<file path="src/rtl/nms_pkg.sv">
package nms_pkg;

  typedef enum logic [1:0] {
    DIR_0   = 2'b00,
    DIR_45  = 2'b01,
    DIR_90  = 2'b10,
    DIR_135 = 2'b11
  } dir_e;

  localparam int WIN_TAPS   = 9;
  localparam int CENTRE_TAP = 4;
  localparam int TAP_IDX_W  = 4;

  // First neighbour along the bin; the second is its mirror about the centre.
  function automatic logic [TAP_IDX_W-1:0] near_tap(dir_e d);
    logic [TAP_IDX_W-1:0] idx;
    case (d)
      DIR_0:   idx = 4'd3;
      DIR_45:  idx = 4'd0;
      DIR_90:  idx = 4'd1;
      default: idx = 4'd2;
    endcase
    return idx;
  endfunction

  function automatic logic [TAP_IDX_W-1:0] far_tap(dir_e d);
    return 4'(WIN_TAPS - 1) - near_tap(d);
  endfunction

endpackage

</file>
<file path="src/rtl/nms_dir_class.sv">
module nms_dir_class
  import nms_pkg::*;
#(
  parameter int GRAD_W = 10,
  parameter int MAG_W  = 8
) (
  input  logic                        clk,
  input  logic                        rst_n,
  input  logic                        in_valid,
  input  logic                        in_last,
  input  logic [WIN_TAPS*MAG_W-1:0]   in_win,
  input  logic signed [GRAD_W-1:0]    in_gx,
  input  logic signed [GRAD_W-1:0]    in_gy,
  output logic                        s1_valid,
  output logic                        s1_last,
  output logic [WIN_TAPS*MAG_W-1:0]   s1_win,
  output dir_e                        s1_dir,
  output logic                        s1_flat
);

  localparam int SUM_W = GRAD_W + 3;

  function automatic logic [GRAD_W-1:0] abs_of(logic signed [GRAD_W-1:0] v);
    return v[GRAD_W-1] ? GRAD_W'(-v) : GRAD_W'(v);
  endfunction

  // a is at least 2.5 times b: 2a >= 4b + b
  function automatic logic dominates(logic [GRAD_W-1:0] a, logic [GRAD_W-1:0] b);
    logic [SUM_W-1:0] twice_a;
    logic [SUM_W-1:0] five_b;
    twice_a = SUM_W'(a) << 1;
    five_b  = (SUM_W'(b) << 2) + SUM_W'(b);
    return twice_a >= five_b;
  endfunction

  logic [GRAD_W-1:0] ax, ay;
  logic              x_dom, y_dom, flat_c, same_sign;
  dir_e              dir_c;

  assign ax        = abs_of(in_gx);
  assign ay        = abs_of(in_gy);
  assign x_dom     = dominates(ax, ay);
  assign y_dom     = dominates(ay, ax);
  assign flat_c    = (in_gx == '0) && (in_gy == '0);
  assign same_sign = (in_gx[GRAD_W-1] == in_gy[GRAD_W-1]);

  always_comb begin
    if (x_dom)          dir_c = DIR_0;
    else if (y_dom)     dir_c = DIR_90;
    else if (same_sign) dir_c = DIR_45;
    else                dir_c = DIR_135;
  end

  always_ff @(posedge clk or negedge rst_n) begin
    if (!rst_n) begin
      s1_valid <= 1'b0;
      s1_last  <= 1'b0;
      s1_win   <= '0;
      s1_dir   <= DIR_0;
      s1_flat  <= 1'b0;
    end else begin
      s1_valid <= in_valid;
      s1_last  <= in_valid & in_last;
      s1_win   <= in_win;
      s1_dir   <= dir_c;
      s1_flat  <= flat_c;
    end
  end

  // a diagonal bin needs two nonzero components
  p_diag_nonzero_r4: assert property (@(posedge clk) disable iff (!rst_n)
    (s1_valid && (s1_dir == DIR_45 || s1_dir == DIR_135)) |->
      ($past(in_gx) != '0 && $past(in_gy) != '0));

  // 45 only for matching signs, 135 only for differing signs
  p_diag_sign_r4: assert property (@(posedge clk) disable iff (!rst_n)
    (s1_valid && s1_dir == DIR_45) |-> ($past(in_gx[GRAD_W-1]) == $past(in_gy[GRAD_W-1])));

  // flat gradient is binned as 0 degrees
  p_flat_bin_r5: assert property (@(posedge clk) disable iff (!rst_n)
    (s1_valid && s1_flat) |-> (s1_dir == DIR_0));

endmodule

</file>
<file path="src/rtl/nms_suppress.sv">
module nms_suppress
  import nms_pkg::*;
#(
  parameter int MAG_W = 8
) (
  input  logic                       clk,
  input  logic                       rst_n,
  input  logic                       s1_valid,
  input  logic                       s1_last,
  input  logic [WIN_TAPS*MAG_W-1:0]  s1_win,
  input  dir_e                       s1_dir,
  input  logic                       s1_flat,
  output logic                       out_valid,
  output logic                       out_last,
  output logic [MAG_W-1:0]           out_mag,
  output logic [1:0]                 out_dir
);

  logic [MAG_W-1:0]     tap [WIN_TAPS];
  logic [TAP_IDX_W-1:0] idx_near, idx_far;
  logic [MAG_W-1:0]     centre, nb_near, nb_far;
  logic                 keep_centre;

  for (genvar k = 0; k < WIN_TAPS; k++) begin : g_tap
    assign tap[k] = s1_win[k*MAG_W +: MAG_W];
  end

  assign idx_near    = near_tap(s1_dir);
  assign idx_far     = far_tap(s1_dir);
  assign centre      = tap[CENTRE_TAP];
  assign nb_near     = tap[idx_near];
  assign nb_far      = tap[idx_far];
  assign keep_centre = !s1_flat && (centre >= nb_near) && (centre >= nb_far);

  always_ff @(posedge clk or negedge rst_n) begin
    if (!rst_n) begin
      out_valid <= 1'b0;
      out_last  <= 1'b0;
      out_mag   <= '0;
      out_dir   <= 2'b00;
    end else begin
      out_valid <= s1_valid;
      out_last  <= s1_last;
      out_mag   <= keep_centre ? centre : '0;
      out_dir   <= s1_dir;
    end
  end

  // a nonzero result is always the centre of the window before
  p_keep_centre_r7: assert property (@(posedge clk) disable iff (!rst_n)
    (out_valid && out_mag != '0) |-> (out_mag == $past(centre)));

  // a centre strictly below a selected neighbour never survives
  p_suppress_r7: assert property (@(posedge clk) disable iff (!rst_n)
    ($past(s1_valid) && ($past(centre) < $past(nb_near) || $past(centre) < $past(nb_far)))
      |-> (out_mag == '0));

endmodule

</file>
<file path="src/rtl/grad_nms_top.sv">
module grad_nms_top
  import nms_pkg::*;
#(
  parameter int GRAD_W = 10,
  parameter int MAG_W  = 8
) (
  input  logic                       clk,
  input  logic                       rst_n,
  input  logic                       win_valid,
  input  logic                       win_last,
  input  logic [9*MAG_W-1:0]         win_mag,
  input  logic signed [GRAD_W-1:0]   win_gx,
  input  logic signed [GRAD_W-1:0]   win_gy,
  output logic                       out_valid,
  output logic                       out_last,
  output logic [MAG_W-1:0]           out_mag,
  output logic [1:0]                 out_dir
);

  localparam int PIPE_DEPTH = 2;

  logic                      s1_valid, s1_last, s1_flat;
  logic [WIN_TAPS*MAG_W-1:0] s1_win;
  dir_e                      s1_dir;

  nms_dir_class #(.GRAD_W(GRAD_W), .MAG_W(MAG_W)) u_class (
    .clk      (clk),
    .rst_n    (rst_n),
    .in_valid (win_valid),
    .in_last  (win_last),
    .in_win   (win_mag),
    .in_gx    (win_gx),
    .in_gy    (win_gy),
    .s1_valid (s1_valid),
    .s1_last  (s1_last),
    .s1_win   (s1_win),
    .s1_dir   (s1_dir),
    .s1_flat  (s1_flat)
  );

  nms_suppress #(.MAG_W(MAG_W)) u_supp (
    .clk       (clk),
    .rst_n     (rst_n),
    .s1_valid  (s1_valid),
    .s1_last   (s1_last),
    .s1_win    (s1_win),
    .s1_dir    (s1_dir),
    .s1_flat   (s1_flat),
    .out_valid (out_valid),
    .out_last  (out_last),
    .out_mag   (out_mag),
    .out_dir   (out_dir)
  );

  // cycles since reset, saturating at the pipeline depth, for the latency checks
  logic [1:0] warm;
  always_ff @(posedge clk or negedge rst_n) begin
    if (!rst_n)                    warm <= 2'd0;
    else if (warm != 2'(PIPE_DEPTH)) warm <= warm + 2'd1;
  end

  // each window emerges exactly two cycles later
  p_latency_r1: assert property (@(posedge clk) disable iff (!rst_n)
    (warm == 2'(PIPE_DEPTH)) |-> (out_valid == $past(win_valid, 2)));

  p_last_r1: assert property (@(posedge clk) disable iff (!rst_n)
    (warm == 2'(PIPE_DEPTH) && out_valid) |-> (out_last == $past(win_last, 2)));

  // a flat gradient gives a zero magnitude with code 00
  p_flat_out_r5: assert property (@(posedge clk) disable iff (!rst_n)
    (win_valid && win_gx == '0 && win_gy == '0) |=> ##1 (out_valid && out_mag == '0 && out_dir == 2'b00));

  // outputs idle until something has entered
  p_idle_r9: assert property (@(posedge clk) disable iff (!rst_n)
    (warm != 2'(PIPE_DEPTH)) |-> (!out_valid && out_mag == '0));

endmodule

</file>
<file path="config.mk">
export PLATFORM = sky130hd
export DESIGN_NAME = grad_nms_top
export DESIGN_NICKNAME = d
export VERILOG_FILES = /design/src/rtl/nms_pkg.sv /design/src/rtl/nms_dir_class.sv /design/src/rtl/nms_suppress.sv /design/src/rtl/grad_nms_top.sv
export SDC_FILE = /design/constraint.sdc
export NUM_CORES = 1
export LEC_CHECK = 0
export ABC_AREA = 1
export ABC_CLOCK_PERIOD_IN_PS = 2400
export CAP_MARGIN = 0
export CORE_UTILIZATION = 60
export CTS_BUF_LIST = sky130_fd_sc_hd__clkbuf_4 sky130_fd_sc_hd__clkbuf_8
export DETAILED_ROUTE_END_ITERATION = 7
export DONT_BUFFER_PORTS = 1
export GPL_TIMING_DRIVEN = 0
export PLACE_DENSITY = 0.78
export RECOVER_POWER = 25
export SLEW_MARGIN = 20
export SYNTH_ARGS = -nofsm -noshare
export SYNTH_HDL_FRONTEND = slang
export SYNTH_HIERARCHICAL = 1
export SYNTH_SLANG_ARGS = --single-unit
</file>
<file path="constraint.sdc">
create_clock -name clk -period 2.4 [get_ports clk]
set_clock_uncertainty 0.05 [all_clocks]
set_input_delay 0.24 -clock clk [delete_from_list [all_inputs] [get_ports clk]]
set_output_delay 0.24 -clock clk [all_outputs]
set_load 0.01 [all_outputs]
</file>
; ---- Word-level counts from Yosys, hierarchy flattened
; Index checks and enable logic that the tools add are counted.
[word_totals]
regBits = 89
latch_bits = 0
ramBits = 0
mem_bits_ro = 0
out_inout_bits = 12
elab_cells = 46
memories = 0
[op_classes]
n_addsub = 5
mul = 0
div = 0
magnitude_cmp = 6
n_eq_ne = 3
shift = 0
muxes = 13
bitwise = 3
n_reduce_logical = 7
[op_table]
columns = op, count
row1 = binary-select mux 8 bit (select 4 bit), 2
row2 = 2-to-1 mux 8 bit, 5
row3 = adder 12 x 10 -> 13 bit, 2
row4 = greater-or-equal comparator 11 x 13 -> 1 bit, 2
row5 = zero test 10 bit, 2
row6 = 2-to-1 mux 10 bit, 2
row7 = negator 10 bit, 2
row8 = greater-or-equal comparator 8 bit, 2
row9 = "greater-or-equal comparator 5 bit, second input constant", 2
row10 = 2-to-1 mux 2 bit, 3
row11 = one-hot mux 2 bit (3 select lines), 1
row12 = NOT 2 -> 5 bit, 1
row13 = NOT 4 -> 5 bit, 1
row14 = "subtractor 4 x 2 -> 4 bit, first input constant", 1
row15 = logical AND 1 bit, 3
row16 = "equality test 2 x 1 -> 1 bit, second input constant", 1
row17 = "equality test 2 bit, second input constant", 1
row18 = zero test 2 bit, 1
row19 = bitwise AND 1 bit, 1
row20 = equality test 1 bit, 1
row21 = zero test 1 bit, 1

; ---- Logic depth before layout (Yosys ltp)
[depth]
depth_word = 10
mapped_depth = 26
ltp_nobuf = 26

; ---- Cells and area by module
; Netlist, hierarchy kept.
[modules_own_cells]
columns = module, n_inst, cells_each, area_per_inst_um2, seq_area_each_um2
row1 = nms_dir_class, 1, 360, 3746.1, 1926.8
row2 = nms_suppress, 1, 210, 1392.6, 300.3

; ---- Least setup slack after synthesis
; Ideal clock, no wire load.
[synth_path]
path_kind = in2reg
startpoint = input win_gx[0]
endpoint = register u_class.s1_dir[0]
arrival_time_ns = 3.081
slack_ns = -0.844
cell_stages = 23
path_cell_list = inv_1 ha_1 nor2_1 xor2_1 ha_1 inv_1 fa_1 nand3b_1 or2_4 o2111ai_1 nand2_1 ha_1 nand2_1 nor3_1 nand3b_1 nand3_1 o21ai_0 nand2_1 nand2_1 nand2_1 nand3_1 nand2_1 inv_1
[synth_between]
elab_chain_cells = 6
word_cells_on_any_way = 7
cone_classes = 2 x add/sub / 2 x order compare / 3 x mux
[synth_lines]
columns = item, line_no
row1 = "start, declared", grad_nms_top.sv:12  ; input logic signed [GRAD_W-1:0] win_gx,
row2 = negator 10 bit, nms_dir_class.sv:24  ; return v[GRAD_W-1] ? GRAD_W'(-v) : GRAD_W'(v);
row3 = 2-to-1 mux 10 bit (*), nms_dir_class.sv:24
row4 = adder 12 x 10 -> 13 bit, nms_dir_class.sv:32  ; five_b = (SUM_W'(b) << 2) + SUM_W'(b);
row5 = greater-or-equal comparator 11 x 13 -> 1 bit, nms_dir_class.sv:33  ; return twice_a >= five_b;
row6 = 2-to-1 mux 2 bit, nms_dir_class.sv:49  ; else if (y_dom) dir_c = DIR_90;
row7 = 2-to-1 mux 2 bit (*), nms_dir_class.sv:48  ; if (x_dom) dir_c = DIR_0;
row8 = via u_class.dir_c[0], nms_dir_class.sv:38  ; dir_e dir_c;
row9 = "end signal, assigned", nms_dir_class.sv:65  ; s1_dir <= dir_c;
row10 = "end, declared", nms_dir_class.sv:17  ; output dir_e s1_dir,
; Mark *: on every way through the listed nets, which the timed path passes. The rest lies on a longest branch.

; ---- Final worst setup path
[layout_path]
startpoint = input win_gx[9]
endpoint = register u_class.s1_dir[0]
; Same word-level chain as after synthesis.

==> summary.md <==
| Metric | Value |
|---|---|
| Commonest non-fill, non-tap cells in the layout | `118 x nand2_1, 89 x dfrtp_1, 75 x dlygate4sd3_1, 53 x inv_1, 45 x ha_1` |
| Hold Path Class | `in2reg` |
| Ports | `108` |
| Post-layout min period | `2.87 ns` |
| CP arrival | `around 3 ns` |
| Antenna diode count | `0` |
| Final antenna-violating net count | `0` |
| Share of cells above drive strength 1 | `0.199` |
| RSZ-0062 raised after global routing | `yes` |
| Crit. Startpoint | `win_gx[9]` |
| Yosys cell types | `48` |
| Drt wl/cell | `19.2 um` |
| Worst Hold Launch | `win_gx[8]` |
| Worst R2R Start | `u_class/s1_dir[1]` |
| Worst Slack Setup Final | `-0.469 ns` |
| CP dominant cell by count | `nand2_1` |
| Dpl hpwl | `8.76 mm` |
| Worst-margin pin slew | `0.648 ns` |
| Crit Path Max Fanout | `5` |
| Placed inst area | `approximately 0.0053 sq mm` |
| Drt total wl | `15.1 mm` |
| Root Driver | `clkbuf_8` |
| Seq. cell area | `0.00223 sq mm` |
| Area of the multi-input gates | `0.00278 sq mm` |
| Drt first pass iters | `6` |
| Main synth FF type | `dfrtp_1` |
| Register area share after synthesis | `0.433` |
| Worst stage delay on the critical path | `0.38 ns` |
| # rows | `33` |
| Most common cell after layout, fill and taps aside | `nand2_1` |
| Initial antenna violation count | `0` |
| DR iter-0 viols | `327` |
| Post-synth EDFFs | `0` |
| Kind of start point of the critical path | `primary input` |
| Synth-to-Final Area Change | `32.6%` |
| Clock-pin slew on the worst setup and hold paths | `0.09 ns` |
| Final hold slack | `0.0845 ns` |
| Vias per cell | `approximately 6.0` |
| Fin. Hold Viols | `0` |
| Tcrit/Tclk final | `1.20` |
| Syn nets | `721` |
| Slowest-stage cell, CP | `fa_2` |
| Number of buffers added on ports | `0` |
| Pwr Total | `7.28 mW` |
| Filler cells | `449` |
| Via count | `approximately 4700` |
| Yosys warns | `6` |
| Pleak | `3.28 nW` |
| Kind of end point of the critical path | `register` |
| # nets final | `831` |
| Die Ht | `94.5 um` |
| Starting density of the core | `0.622` |
| Crit Reg-Reg Endpoint | `u_supp/out_mag[3]` |
| PD cells | `roughly 1100 mW/mm^2` |
| Gr ovfl total | `0` |
| First-pass GRT wire length | `23.8 mm` |
| CTS Buffer Depth | `2` |
| Num CTS Buffers | `9` |
| Syn Area/Cell | `9.02 sq um` |
| Fmax | `around 0.35 GHz` |
| Vias in the first global route | `just under 5000` |
| Die Wd | `94.5 um` |
| Worst Reg-to-Reg Cells | `17` |
| Residual DRC | `0` |
| Largest net degree at the start of global routing | `90` |
| CTS tree | `yes` |
| H-tree lvl count | `3` |
| Max-slew headroom | `0.564` |
| FFs w/ async S/R, synth | `1.00` |
| Max Slew Vio Count | `0` |
| VDD IR max | `roughly 0.00063 V` |
| Max cap viols | `0` |
| Final Instance Area | `0.00682 sq mm` |
| Post-Syn Area | `a little over 0.005 sq mm` |
| RePlAce Congestion | `0.879` |
| Seq cells post-synth | `89` |
| Failing checks | `setup timing` |
| Hold depth | `3` |
| Core Region | `between 0.008 and 0.009 sq mm` |
| CP required | `roughly 2.6 ns` |
| Outcome | `finished with violations` |
| WP buf/inv | `3` |
| CP Class | `in2reg` |
| Latest clock arrival within the worst-skew pair | `0.36 ns` |
| Clk sink count | `between 80 and 90` |
| Crit-path cells | `inv_1 -> or2_2 -> xor2_4 -> inv_1 -> fa_2 -> nand3b_1 -> or2_4 -> o2111ai_2 -> nand2_1 -> ha_4 -> nand2_4 -> nor3_2 -> nand3b_1 -> nand3_1 -> o21ai_1 -> nand2_1 -> nand2_1 -> nand2_1 -> nand3_2 -> nand2_1 -> inv_1` |
| Die Area | `0.00894 sq mm` |
| R2R setup slack | `-0.37 ns` |
| Mapped Cells | `570` |
| CP delay by family, top | `simple AND/OR/NAND/NOR gates` |
| Global-route usage over all layers | `0.359` |
| Setup Viol. Count Final | `10` |
| Hold Path End | `u_class/s1_flat` |
## registers in the layout (all words and copies together) (netlist names)
signal	cells
u_class/s1_win	72
u_supp/out_mag	8
u_class/s1_dir	2
u_supp/out_dir	2
u_class/s1_flat	1
u_class/s1_last	1
u_class/s1_valid	1
u_supp/out_last	1
u_supp/out_valid	1
## what timing repair did
| item | in CTS | in global routing |
|---|---|---|
| hold endpoints to repair | 163 | 0 |
| buffers inserted | 17 | 1 |
| endpoints found under the setup margin | 10 | 10 |
| pin swaps | 24 | 5 |
| hold buffers | 76 | 0 |
| gates cloned | 5 | 0 |
| gates resized for setup | 69 | 3 |
## kinds of logic (layout without fill, tap and decap cells)
logic type,count (synthesis),in the layout,share of synthesized area
adders and majority gates,55,55,0.137
xor gates and xnor gates,21,21,0.0373
buffers and inverters,82,197,0.0670
and+or+nand+nor,243,243,0.227
DFF,89,89,0.433
AOI/OAI and AO/OA,80,80,0.0984
## synthesized netlist by cell type, types with 7 or more instances
library cell  instances  share of area
nand2_1             125          0.091
dfrtp_1              89           0.43
inv_1                61          0.045
ha_1                 53           0.13
nand3_1              36          0.035
nor2_1               32          0.023
a21oi_1              28          0.027
o21ai_0              20          0.019
nand2_2              13          0.016
xor2_1               11          0.019
xnor2_1               9          0.015
a32o_1                7          0.014
nor3_1                7         0.0068
## cell type report
| class | count | area share |
|---|---|---|
| sequential | 89 | 0.327 |
| multi-input combinational | 399 | 0.407 |
| buffer | 13 | 0.0226 |
| timing repair buffer | 99 | 0.150 |
| clock buffer | 9 | 0.0182 |
| clock inverter | 7 | 0.0116 |
| tap | 105 | 0.0193 |
| inverter | 69 | 0.0442 |
## power breakdown
part	switching (mW)	total [mW]	internal [mW]
sequential	0.0894	1.71	1.62
combinational	2.52	4.51	1.98
clock	0.566	1.06	0.492
total	3.18	7.28	4.10
## through the flow
step	setup slack, ns	utilization	std cells	setup TNS, ns
after floorplan	-0.608	-	570	-1.21
after global placement	-0.921	0.644	675	-4.39
after detailed placement	-1.01	0.644	675	-5.27
after CTS	-0.380	0.823	789	-1.26
after global routing	-0.690	0.825	790	-4.90
final	-0.469	0.825	790	-3.67
## how the worst max path moves through the flow
stage | endpoint | slack (ns) | depth (start not counted)
after floorplan | u_class/s1_dir[0] | -0.61 | 23
after global placement | u_class/s1_dir[0] | -0.92 | 21
after detailed placement | u_class/s1_dir[1] | -1.01 | 22
after CTS | u_class/s1_dir[1] | -0.38 | 22
after global routing | u_class/s1_dir[0] | -0.69 | 21
final | u_class/s1_dir[0] | -0.47 | 21
## worst reg2reg max path, delay by kind of cell, from the launching register on
kind / cells / cell delay, ns
AND/OR/NAND/NOR: 10 / 0.95
adder cells (fa/ha/maj): 2 / 0.59
flip-flops: 1 / 0.45
buffers and inverters: 3 / 0.35
AO/OA/AOI/OAI: 2 / 0.33
## per-layer routing
metal,track usage,vias up,share of wire
li1,-,2096,-
met5,0,-,0
met1,0.398,2229,0.36
met4,0.215,0,0.051
met2,0.609,307,0.50
met3,0.106,80,0.084
Power figures use the tool's default switching activity.
